File: src/rtl/i2c_seq_pkg.sv
// Shared definitions for the I2C transaction sequencer.
// Assumes: the engine decodes bit_op with the encoding below.
package i2c_seq_pkg;

    typedef enum logic [1:0] {
        OP_START = 2'd0,
        OP_STOP  = 2'd1,
        OP_WRITE = 2'd2,
        OP_READ  = 2'd3
    } bit_op_t;

    localparam int ERR_W    = 5;
    localparam int ERR_NACK = 0;
    localparam int ERR_ARB  = 1;
    localparam int ERR_BUS  = 2;
    localparam int ERR_OVR  = 3;
    localparam int ERR_TMO  = 4;

    typedef enum logic [3:0] {
        ST_IDLE,
        ST_WAIT,
        ST_START,
        ST_HDR,
        ST_LOW,
        ST_FETCH,
        ST_WRITE,
        ST_READ,
        ST_STOP
    } seq_state_t;

endpackage

File: src/rtl/i2c_seq_addr.sv
// Address byte builder.
// Produces either the first address byte (7-bit address with R/W, or the
// 10-bit header) or the low byte of a 10-bit address.
// Assumes: low_byte is only used with ten set.
module i2c_seq_addr (
    input  logic [9:0] addr,
    input  logic       ten,
    input  logic       rd,
    input  logic       low_byte,
    output logic [7:0] byte_out
);
    // select header form or low address byte
    always_comb begin
        if (low_byte)
            byte_out = addr[7:0];
        else if (ten)
            byte_out = {5'b11110, addr[9:8], rd};
        else
            byte_out = {addr[6:0], rd};
    end
endmodule

File: src/rtl/i2c_seq_wait.sv
// Bus-free wait timer.
// While armed, it reports the bus free once both busy indications are low.
// It reports expiry once the wait has lasted limit cycles with the bus still busy.
// Assumes: arm stays high for the whole wait and drops afterwards.
module i2c_seq_wait #(
    parameter int TMO_W = 16
) (
    input  logic             clk,
    input  logic             rst_n,
    input  logic             arm,
    input  logic             bus_busy,
    input  logic             stop_pending,
    input  logic [TMO_W-1:0] limit,
    output logic             free,
    output logic             expired
);
    logic [TMO_W-1:0] cnt;

    assign free    = arm && !bus_busy && !stop_pending;
    assign expired = arm && !free && (cnt >= limit);

    // count cycles spent waiting, cleared when not armed
    always_ff @(posedge clk) begin
        if (!rst_n || !arm)
            cnt <= '0;
        else if (cnt != {TMO_W{1'b1}})
            cnt <= cnt + 1'b1;
    end
endmodule

File: src/rtl/i2c_seq_rx.sv
// Receive output register.
// Holds one received byte until it is consumed.
// Flags an overrun when a new byte overwrites one that was not consumed.
// Assumes: load is a single-cycle strobe per received byte.
module i2c_seq_rx (
    input  logic       clk,
    input  logic       rst_n,
    input  logic       load,
    input  logic [7:0] din,
    input  logic       rx_ready,
    output logic       rx_valid,
    output logic [7:0] rx_data,
    output logic       ovr
);
    assign ovr = load && rx_valid && !rx_ready;

    // capture new bytes, drop valid when consumed
    always_ff @(posedge clk) begin
        if (!rst_n) begin
            rx_valid <= 1'b0;
            rx_data  <= '0;
        end else if (load) begin
            rx_valid <= 1'b1;
            rx_data  <= din;
        end else if (rx_ready) begin
            rx_valid <= 1'b0;
        end
    end
endmodule

File: src/rtl/i2c_txn_seq.sv
// I2C master transaction sequencer (top).
// Steps a bit-level engine through START, address, write burst, optional
// repeated START plus read burst, and STOP, for one command at a time.
// Assumes: the engine holds off on a new operation in the cycle after eng_done,
// and keeps SCL low while no operation is requested.
module i2c_txn_seq
    import i2c_seq_pkg::*;
#(
    parameter int CNT_W = 8,
    parameter int TMO_W = 16
) (
    input  logic             clk,
    input  logic             rst_n,
    input  logic             cmd_go,
    output logic             cmd_ready,
    input  logic [9:0]       cmd_addr,
    input  logic             cmd_ten,
    input  logic [CNT_W-1:0] cmd_wr_cnt,
    input  logic [CNT_W-1:0] cmd_rd_cnt,
    input  logic [TMO_W-1:0] wait_limit,
    input  logic             tx_valid,
    output logic             tx_ready,
    input  logic [7:0]       tx_data,
    output logic             rx_valid,
    input  logic             rx_ready,
    output logic [7:0]       rx_data,
    input  logic             bus_busy,
    input  logic             stop_pending,
    output logic             bit_valid,
    output logic [1:0]       bit_op,
    output logic [7:0]       bit_wdata,
    output logic             bit_nack,
    input  logic             eng_done,
    input  logic [7:0]       eng_rdata,
    input  logic             eng_nack,
    input  logic             eng_arb_lost,
    input  logic             eng_bus_err,
    output logic             done,
    output logic [ERR_W-1:0] err
);
    localparam logic [CNT_W-1:0] ONE = CNT_W'(1);

    seq_state_t       state;
    logic [9:0]       addr_q;
    logic             ten_q;
    logic             rd_ph;
    logic [CNT_W-1:0] wleft;
    logic [CNT_W-1:0] rleft;
    logic [7:0]       wbyte;
    logic [7:0]       addr_byte;
    logic             bus_free;
    logic             bus_tmo;
    logic             rx_ovr;
    logic             active;
    logic             fault;
    logic             w_more;
    logic             rx_load;

    i2c_seq_addr u_addr (
        .addr     (addr_q),
        .ten      (ten_q),
        .rd       (rd_ph),
        .low_byte (state == ST_LOW),
        .byte_out (addr_byte)
    );

    i2c_seq_wait #(.TMO_W(TMO_W)) u_wait (
        .clk          (clk),
        .rst_n        (rst_n),
        .arm          (state == ST_WAIT),
        .bus_busy     (bus_busy),
        .stop_pending (stop_pending),
        .limit        (wait_limit),
        .free         (bus_free),
        .expired      (bus_tmo)
    );

    i2c_seq_rx u_rx (
        .clk      (clk),
        .rst_n    (rst_n),
        .load     (rx_load),
        .din      (eng_rdata),
        .rx_ready (rx_ready),
        .rx_valid (rx_valid),
        .rx_data  (rx_data),
        .ovr      (rx_ovr)
    );

    // engine request decode from the current step
    always_comb begin
        active    = (state != ST_IDLE) && (state != ST_WAIT);
        fault     = active && (eng_arb_lost || eng_bus_err);
        bit_valid = active && (state != ST_FETCH);
        unique case (state)
            ST_START: bit_op = OP_START;
            ST_STOP:  bit_op = OP_STOP;
            ST_READ:  bit_op = OP_READ;
            default:  bit_op = OP_WRITE;
        endcase
        bit_wdata = (state == ST_WRITE) ? wbyte : addr_byte;
        bit_nack  = (state == ST_READ) && (rleft == ONE);
        w_more    = (state == ST_WRITE) ? (wleft > ONE) : (wleft != '0);
        rx_load   = (state == ST_READ) && eng_done && !fault;
        cmd_ready = (state == ST_IDLE);
        tx_ready  = (state == ST_FETCH);
    end

    // transaction step sequencing and error capture
    always_ff @(posedge clk) begin
        if (!rst_n) begin
            state  <= ST_IDLE;
            addr_q <= '0;
            ten_q  <= 1'b0;
            rd_ph  <= 1'b0;
            wleft  <= '0;
            rleft  <= '0;
            wbyte  <= '0;
            done   <= 1'b0;
            err    <= '0;
        end else begin
            done <= 1'b0;
            if (rx_ovr)
                err[ERR_OVR] <= 1'b1;
            if (fault) begin
                state <= ST_IDLE;
                done  <= 1'b1;
                if (eng_arb_lost) err[ERR_ARB] <= 1'b1;
                if (eng_bus_err)  err[ERR_BUS] <= 1'b1;
            end else begin
                unique case (state)
                    ST_IDLE: if (cmd_go) begin
                        addr_q <= cmd_addr;
                        ten_q  <= cmd_ten;
                        wleft  <= cmd_wr_cnt;
                        rleft  <= cmd_rd_cnt;
                        rd_ph  <= !cmd_ten && (cmd_wr_cnt == '0) && (cmd_rd_cnt != '0);
                        err    <= '0;
                        state  <= ST_WAIT;
                    end
                    ST_WAIT: if (bus_free) begin
                        state <= ST_START;
                    end else if (bus_tmo) begin
                        err[ERR_TMO] <= 1'b1;
                        done         <= 1'b1;
                        state        <= ST_IDLE;
                    end
                    ST_START: if (eng_done) state <= ST_HDR;
                    ST_FETCH: if (tx_valid) begin
                        wbyte <= tx_data;
                        state <= ST_WRITE;
                    end
                    ST_HDR, ST_LOW, ST_WRITE: if (eng_done) begin
                        if (state == ST_WRITE)
                            wleft <= wleft - ONE;
                        if (eng_nack) begin
                            err[ERR_NACK] <= 1'b1;
                            state         <= ST_STOP;
                        end else if (state == ST_HDR && rd_ph) begin
                            state <= ST_READ;
                        end else if (state == ST_HDR && ten_q) begin
                            state <= ST_LOW;
                        end else if (w_more) begin
                            state <= ST_FETCH;
                        end else if (rleft != '0) begin
                            rd_ph <= 1'b1;
                            state <= ST_START;
                        end else begin
                            state <= ST_STOP;
                        end
                    end
                    ST_READ: if (eng_done) begin
                        rleft <= rleft - ONE;
                        if (rleft == ONE) state <= ST_STOP;
                    end
                    ST_STOP: if (eng_done) begin
                        done  <= 1'b1;
                        state <= ST_IDLE;
                    end
                    default: state <= ST_IDLE;
                endcase
            end
        end
    end
endmodule

File: config.mk
export PLATFORM = sky130hd
export DESIGN_NAME = i2c_txn_seq
export DESIGN_NICKNAME = d
export VERILOG_FILES = /design/src/rtl/i2c_seq_pkg.sv /design/src/rtl/i2c_seq_addr.sv /design/src/rtl/i2c_seq_wait.sv /design/src/rtl/i2c_seq_rx.sv /design/src/rtl/i2c_txn_seq.sv
export SDC_FILE = /design/constraint.sdc
export NUM_CORES = 1
export LEC_CHECK = 0
export ABC_CLOCK_PERIOD_IN_PS = 2300
export CAP_MARGIN = 20
export CORE_ASPECT_RATIO = 1.5
export CORE_MARGIN = 2
export CORE_UTILIZATION = 46
export DETAILED_ROUTE_END_ITERATION = 7
export GPL_TIMING_DRIVEN = 0
export PLACE_DENSITY = 0.75
export SLEW_MARGIN = 10
export SYNTH_ARGS = -nofsm -noshare
export SYNTH_HDL_FRONTEND = slang
export SYNTH_SLANG_ARGS = --single-unit
File: constraint.sdc
create_clock -name clk -period 2.3 [get_ports clk]
set_input_delay 0.46 -clock clk [delete_from_list [all_inputs] [get_ports clk]]
set_output_delay 0.46 -clock clk [all_outputs]
set_load 0.01 [all_outputs]
==> results.py, run 1 <==
metrics = {
    "logic_synthesis": {
        "synth_adder_area_share_pct": 6.599,
        "synth.most_common_cell": "nor2_1",
        "synth_compound_area_share_pct": 20.13,
        "dominantRegCellSynth": "dfxtp_1",
        "synth-async-reset-ratio_pct": 0,
        "synth.avg_cell_area_um2": 7.901,
        "syn_area_mm2": 0.004172,
        "synth.area.top_cells": "dfxtp_1 (34%), nor2_1 (6.7%), ha_1 (6.6%), mux2i_1 (6.2%), a21oi_1 (5.3%)",
        "synth_nets": 620,
        "ys_warn_count": 0,
        "synth_seq_cells": 71,
        "synthDistinctLibCells": 66,
        "synthMuxAreaShare_pct": 6.779,
        "yosys.area_share.simple_pct": 24.57,
        "synth_top_family_by_area": "simple AND/OR/NAND/NOR gates",
        "yosys-top-cells-count": "nor2_1 (74), dfxtp_1 (71), nand2_1 (51), a21oi_1 (44), inv_1 (27)",
        "syn_inst": 528,
        "synth-edff-count": 0,
        "yosysSeqAreaShare_pct": 34.07,
        "synth_top_area_share_pct": 34.07,
        "synth-xor-area-share_pct": 2.100,
        "yosysTopAreaCell": "dfxtp_1",
    },
    "timing": {
        "slew_violations": 0,
        "min_period_over_period_pct": 96.46,
        "relSlewSlack_pct": 42.87,
        "max_freq_mhz": 450.7,
        "worst_slack_ps": 81.34,
        "tightest_slew_ps": 849.1,
        "period_needed_ps": 2219,
        "rsz0062_at_grt": "yes",
        "setup_violations": 0,
        "fin_skew_ps": 4.687,
        "hold_violations": 0,
    },
    "critical_path": {
        "r2r_end": "wleft[1]",
        "ff2ff_path_depth": 8,
        "path_buf_inv": 4,
        "crit_cells": 8,
        "arrival_ps": 1760,
        "crit_fanout": 10,
        "cpLargestDelayFamily": "buffers and inverters",
        "path_class": "reg2out",
        "rr_startpoint": "state[1]",
        "path_cells": "buf_6, clkbuf_16, nand2b_2, nor2_4, buf_4, nor3_1, a21oi_1, clkdlybuf4s15_1",
        "cp_slowest_cell": "dfxtp_1",
        "r2r_slack_ps": 90,
        "crit_path_max_incr_delay_ps": 320,
        "start_kind": "register",
        "cp-end-kind": "primary output",
        "required_ps": 1840,
    },
    "floorplan": {
        "ios": 99,
        "fp.dieH_um": 120.6,
        "coreArea_mm2": 0.008828,
        "dieArea_mm2": 0.009862,
        "std_cell_rows": 42,
        "die_w_um": 81.76,
        "start_util_pct": 47.25,
    },
    "finish": {
        "nFillCells": 752,
        "n_antenna_cell": 0,
        "postLayoutCellArea_mm2": 0.005806,
        "drive_gt1_share_pct": 12.73,
        "finalNetCount": 731,
        "final_util_pct": 65.76,
        "area_growth_syn_to_layout_pct": 39.17,
    },
    "pwr": {
        "p_leak_nw": 2.427,
        "sw_frac_of_total_pct": 29.37,
        "power_density_mw_per_mm2": 637.5,
        "power_frac_comb_pct": 25.2,
        "clockPowerShare_pct": 37.3,
        "p_sw_mw": 1.087,
        "p_int_mw": 2.614,
        "ir_drop_mv": 0.4505,
        "p_seq_share_pct": 37.5,
    },
    "hold_path": {
        "hold_class": "reg2reg",
        "min_from": "addr_q[7]",
        "min_path_cells": 2,
        "worst_hold_path.endpoint": "addr_q[7]",
    },
    "routing": {
        "postRouteAntennaNets": 0,
        "drtIter0Drc": 243,
        "routed_wl_um": 11790,
        "vias": 4293,
        "wl_per_cell_um": 15.63,
        "first_pass_iters": 4,
        "avgViaCountPerCell": 5.694,
        "drc": 0,
    },
    "placement": {
        "dpl_worst_slack_ps": -734.4,
        "io_buffers": 97,
        "dpl_cell_area_mm2": 0.005280,
        "gp_congestion": 0.9171,
        "hpwl_um": 9016,
    },
    "clocking": {
        "cts_tree": "done",
        "cts_num_sinks": 71,
        "clk_path_buf_depth": 2,
        "clk_pin_slew_ps": 60,
        "cts_root_buffer": "clkbuf_16",
        "hold_buffers": 0,
        "htreeDepth": 3,
        "cts_buffers": 9,
        "insertion_delay_ps": 340,
    },
    "run": {
        "cap_viol_max_count": 0,
    },
    "global_route": {
        "antenna_found_initial": 0,
        "grt_util_all_layers_pct": 24.84,
        "grt_pass1_wl_um": 19170,
        "grt_start_max_net_pins": 13,
        "grt_pass1_vias": 4223,
        "gr-total-overflow": 0,
    },
    "run_status": {
        "status": "completed",
    },
}
==> worst max-delay path by stage <==
stage / endpoint / slack, ps / start
after detailed placement: bit_wdata[0] / -730 / state[2]
after floorplan: bit_wdata[0] / 170 / state[2]
after global routing: state[0] / -30 / wait_limit[11]
after global placement: bit_wdata[0] / -700 / state[2]
after CTS: bit_valid / 0.5 / state[1]
final: bit_wdata[6] / 80 / state[2]
==> power by group through the flow <==
stage                     clock network (mW)  registers, mW  logic, mW
after floorplan                            0           1.38      0.544
after CTS                               1.40           1.39      0.914
after global routing                    1.46           1.40       1.02
after global placement                     0           1.39      0.870
after detailed placement                   0           1.40      0.885
final                                   1.38           1.39      0.931
==> cell usage in the layout (no fill, tap or decap), types with 4 or more instances in the layout <==
| master | instances |
|---|---|
| a22oi_1 | 7 |
| dfxtp_1 | 69 |
| mux2i_1 | 26 |
| o31ai_1 | 5 |
| nor3_1 | 20 |
| nand2b_1 | 6 |
| clkdlybuf4s50_1 | 80 |
| xnor2_1 | 6 |
| a211oi_1 | 7 |
| clkbuf_16 | 10 |
| ha_1 | 18 |
| dlymetal6s2s_1 | 6 |
| a21oi_1 | 43 |
| nor2b_1 | 4 |
| nand2_1 | 51 |
| and3_1 | 4 |
| clkbuf_1 | 11 |
| buf_4 | 9 |
| nand4_1 | 6 |
| xor2_1 | 4 |
| inv_2 | 4 |
| inv_1 | 24 |
| a31oi_1 | 10 |
| nand3_1 | 14 |
| buf_6 | 4 |
| ha_4 | 4 |
| nor2_1 | 71 |
| buf_2 | 7 |
| o21ai_0 | 16 |
==> cell families after synthesis <==
logic type	after synthesis
simple gates	214
mux	28
flops	71
fa+ha+maj	22
buf+inv	55
compound gates	128
xor+xnor	10
==> worst register-to-register path, delay by kind of cell, from the launching register on <==
family          cells  cell delay [ps]
flops               1              300
compound gates      3              410
simple gates        2              930
buf+inv             3              450
==> registers in the layout, summed over array words and instances, names as in the netlist <==
signal         count
rleft              8
wbyte              8
addr_q            10
done               1
rd_ph              1
err                5
state              4
u_wait.cnt        16
u_rx.rx_valid      1
u_rx.rx_data       8
ten_q              1
wleft              8
==> metal layers <==
metal	global-route usage, %	routed length, um	vias up	part of all wire [%]
met5	0	0	-	0
met4	14.17	440	0	3.7
met3	5.075	702	29	6.0
met2	42.89	6001	156	51
met1	27.40	4642	1987	39
li1	-	-	2121	-
==> metrics by stage <==
stage / cells / hold WS, ps / power [mW] / setup TNS (ps)
global route: 754 / 480.6 / 3.882 / -28.63
finish: 754 / 456.0 / 3.701 / 0
CTS: 756 / 457.7 / 3.700 / 0
detailed placement: 735 / 450.9 / 2.282 / -9483
floorplan: 528 / 435.7 / 1.927 / 0
global placement: 735 / 444.2 / 2.264 / -8714
==> timing repair <==
item,4_1_cts,5_1_grt
resized for setup,62,30
pin swaps,5,12
buffers inserted,8,1
endpoints found under the setup margin,20,29
==> final cells by class <==
class                           instances  area (um^2)  area share [%]
Multi-Input combinational cell        402         2664           45.88
Clock inverter                          6        60.06           1.034
Tap cell                              110        137.6           2.371
Clock buffer                           10        239.0           4.116
Inverter                               28        105.1           1.810
Buffer                                 21        156.4           2.694
Sequential cell                        71         1429           24.61
Timing Repair Buffer                  106         1015           17.48
Power figures use the tool's default switching activity.
==> run 2: changes to the inputs <==
--- a/constraint.sdc
+++ b/constraint.sdc
@@ -3,2 +3,2 @@
 set_output_delay 0.46 -clock clk [all_outputs]
-set_load 0.01 [all_outputs]
+set_load 0.005 [all_outputs]
==> run 2 against run 1 <==
Cell count increased by 1.1%. Worst setup slack got worse by 39 ps. Hold slack about the same. Sequential share of layout area down 0.64 points. Non-clock buffer count rose by 8. Count of clock-buffer cells in the layout unchanged. Maximum frequency decreased by 1.7%. Critical path depth increased by 1. Core utilization up 1.8 points. Die area unchanged. Combinational power is 2% higher. Critical path type is now in2reg. Highest routed layer unchanged.
==> results.py, run 2 (synthesized netlist as in run 1, its figures left out) <==
metrics = {
    "floorplan": {
        "ios": 99,
        "start_util_pct": 47.25,
        "die_w_um": 81.76,
        "fp.dieH_um": 120.6,
        "dieArea_mm2": 0.009862,
        "std_cell_rows": 42,
        "coreArea_mm2": 0.008828,
    },
    "finish": {
        "largest-register": "u_wait.cnt",
        "final_common_cell": "clkdlybuf4s50_1",
        "drive_gt1_share_pct": 14.72,
        "reg_top3": "u_wait.cnt x16, addr_q x10",
        "nFillCells": 717,
        "finalNetCount": 739,
        "seqCellArea_mm2": 0.001430,
        "multi_input_area_mm2": 0.002721,
        "n_antenna_cell": 0,
        "largest_register_ffs": 16,
        "area_growth_syn_to_layout_pct": 43.04,
        "layout_common_cells": "clkdlybuf4s50_1 (80), nor2_1 (69), dfxtp_1 (68)",
    },
    "run_status": {
        "status": "completed",
    },
    "timing": {
        "min_period_over_period_pct": 98.18,
        "worst_slack_ps": 41.86,
        "fin_skew_ps": 6.017,
        "period_needed_ps": 2258,
        "max_freq_mhz": 442.8,
        "relSlewSlack_pct": 38.99,
        "rsz0062_at_grt": "yes",
        "hold_violations": 0,
        "setup_violations": 0,
        "slew_violations": 0,
        "tightest_slew_ps": 906.7,
    },
    "routing": {
        "wl_per_cell_um": 16.07,
        "postRouteAntennaNets": 0,
        "vias": 4372,
        "first_pass_iters": 5,
        "drtIter0Drc": 254,
        "routed_wl_um": 12250,
        "drc": 0,
        "avgViaCountPerCell": 5.738,
    },
    "clocking": {
        "insertion_delay_ps": 340,
        "cts_num_sinks": 71,
        "cts_buffers": 9,
        "cts_tree": "done",
        "clk_pin_slew_ps": 60,
        "cts_root_buffer": "clkbuf_16",
        "htreeDepth": 3,
        "clk_path_buf_depth": 2,
    },
    "critical_path": {
        "crit_fanout": 5,
        "cp-end-kind": "register",
        "path_cells": "clkdlybuf4s50_1, inv_1, ha_1, nand4_1, nor2_2, nand4b_1, and3_4, or4_4, a21oi_2",
        "path_buf_inv": 2,
        "cpLargestDelayFamily": "simple AND/OR/NAND/NOR gates",
        "required_ps": 2560,
        "start_kind": "primary input",
        "crit_path_max_incr_delay_ps": 530,
        "cp_slowest_cell": "or4_4",
        "path_class": "in2reg",
        "arrival_ps": 2520,
    },
    "global_route": {
        "grt_util_all_layers_pct": 25.13,
        "grt_pass1_vias": 4239,
        "gr-total-overflow": 0,
        "antenna_found_initial": 0,
        "grt_pass1_wl_um": 19400,
        "grt_start_max_net_pins": 18,
    },
    "pwr": {
        "power_density_mw_per_mm2": 623.4,
        "finalPower_mw": 3.720,
        "ir_drop_mv": 0.4478,
        "p_leak_nw": 2.497,
    },
    "placement": {
        "dpl_worst_slack_ps": -699.4,
        "gp_congestion": 0.9171,
        "io_buffers": 97,
        "hpwl_um": 9016,
    },
    "run": {
        "cap_viol_max_count": 0,
    },
    "hold_path": {
        "hold_class": "reg2reg",
    },
}
-- run 2: cell count changes in the layout (fill, tap and decap cells not counted), sizes merged --
cell,change
clkbuf,-3
buf,+6
dlygate4sd2,+4
dlymetal6s2s,+1
-- run 2: timing repair --
action / in CTS / in global routing
setup endpoints to repair: 20 / 32
hold buffers: 0 / 0
pin swaps: 3 / 16
buffers inserted: 10 / 6
resized for setup: 56 / 40
-- run 2: final cells by class --
class                           count  area share (%)
Multi-Input combinational cell    402           45.61
Timing Repair Buffer              113           18.26
Clock inverter                      6           1.007
Buffer                             22           3.082
Clock buffer                       10           4.005
Inverter                           28           1.761
Sequential cell                    71           23.97
Tap cell                          110           2.307
-- run 2: worst register-to-register path: cells and delay by family, from the launching register on --
kind,cells,cell delay (ps)
buffers and inverters,7,930
AO/OA/AOI/OAI,2,350
flip-flops,1,300
AND/OR/NAND/NOR,3,530
-- run 2: stage by stage --
step	setup TNS (ps)	area (um^2)	utilization [%]	instances	hold slack, ps
5_1_grt	-91.05	5967	67.59	762	480.4
4_1_cts	0	5779	65.46	758	457.7
2_1_floorplan	0	4172	-	528	435.7
6_report	0	5967	67.59	762	455.9
3_3_place_gp	-8278	5280	59.81	735	444.2
3_5_place_dp	-9046	5280	59.81	735	450.9
-- run 2: worst paths after layout --
kind	from	end	slack [ps]	cells past startpoint
max	wait_limit[9]	state[0]	40	9
min reg2reg	addr_q[7]	addr_q[7]	460	2
max reg2reg	state[2]	state[3]	60	12
min	addr_q[7]	addr_q[7]	460	2
-- run 2: where the power goes --
group | total (mW) | internal [mW] | switching [mW]
Sequential | 1.39 | 1.31 | 0.0807
Clock | 1.38 | 0.862 | 0.521
Combinational | 0.945 | 0.456 | 0.489
-- run 2: per-layer routing --
metal  up-vias  global-route usage, %  wire, um
met4         0                  14.06       459
li1       2130                      -         -
met3        35                  5.522       793
met2       183                  43.65      6244
met1      2024                  27.34      4750
met5         -                      0         0
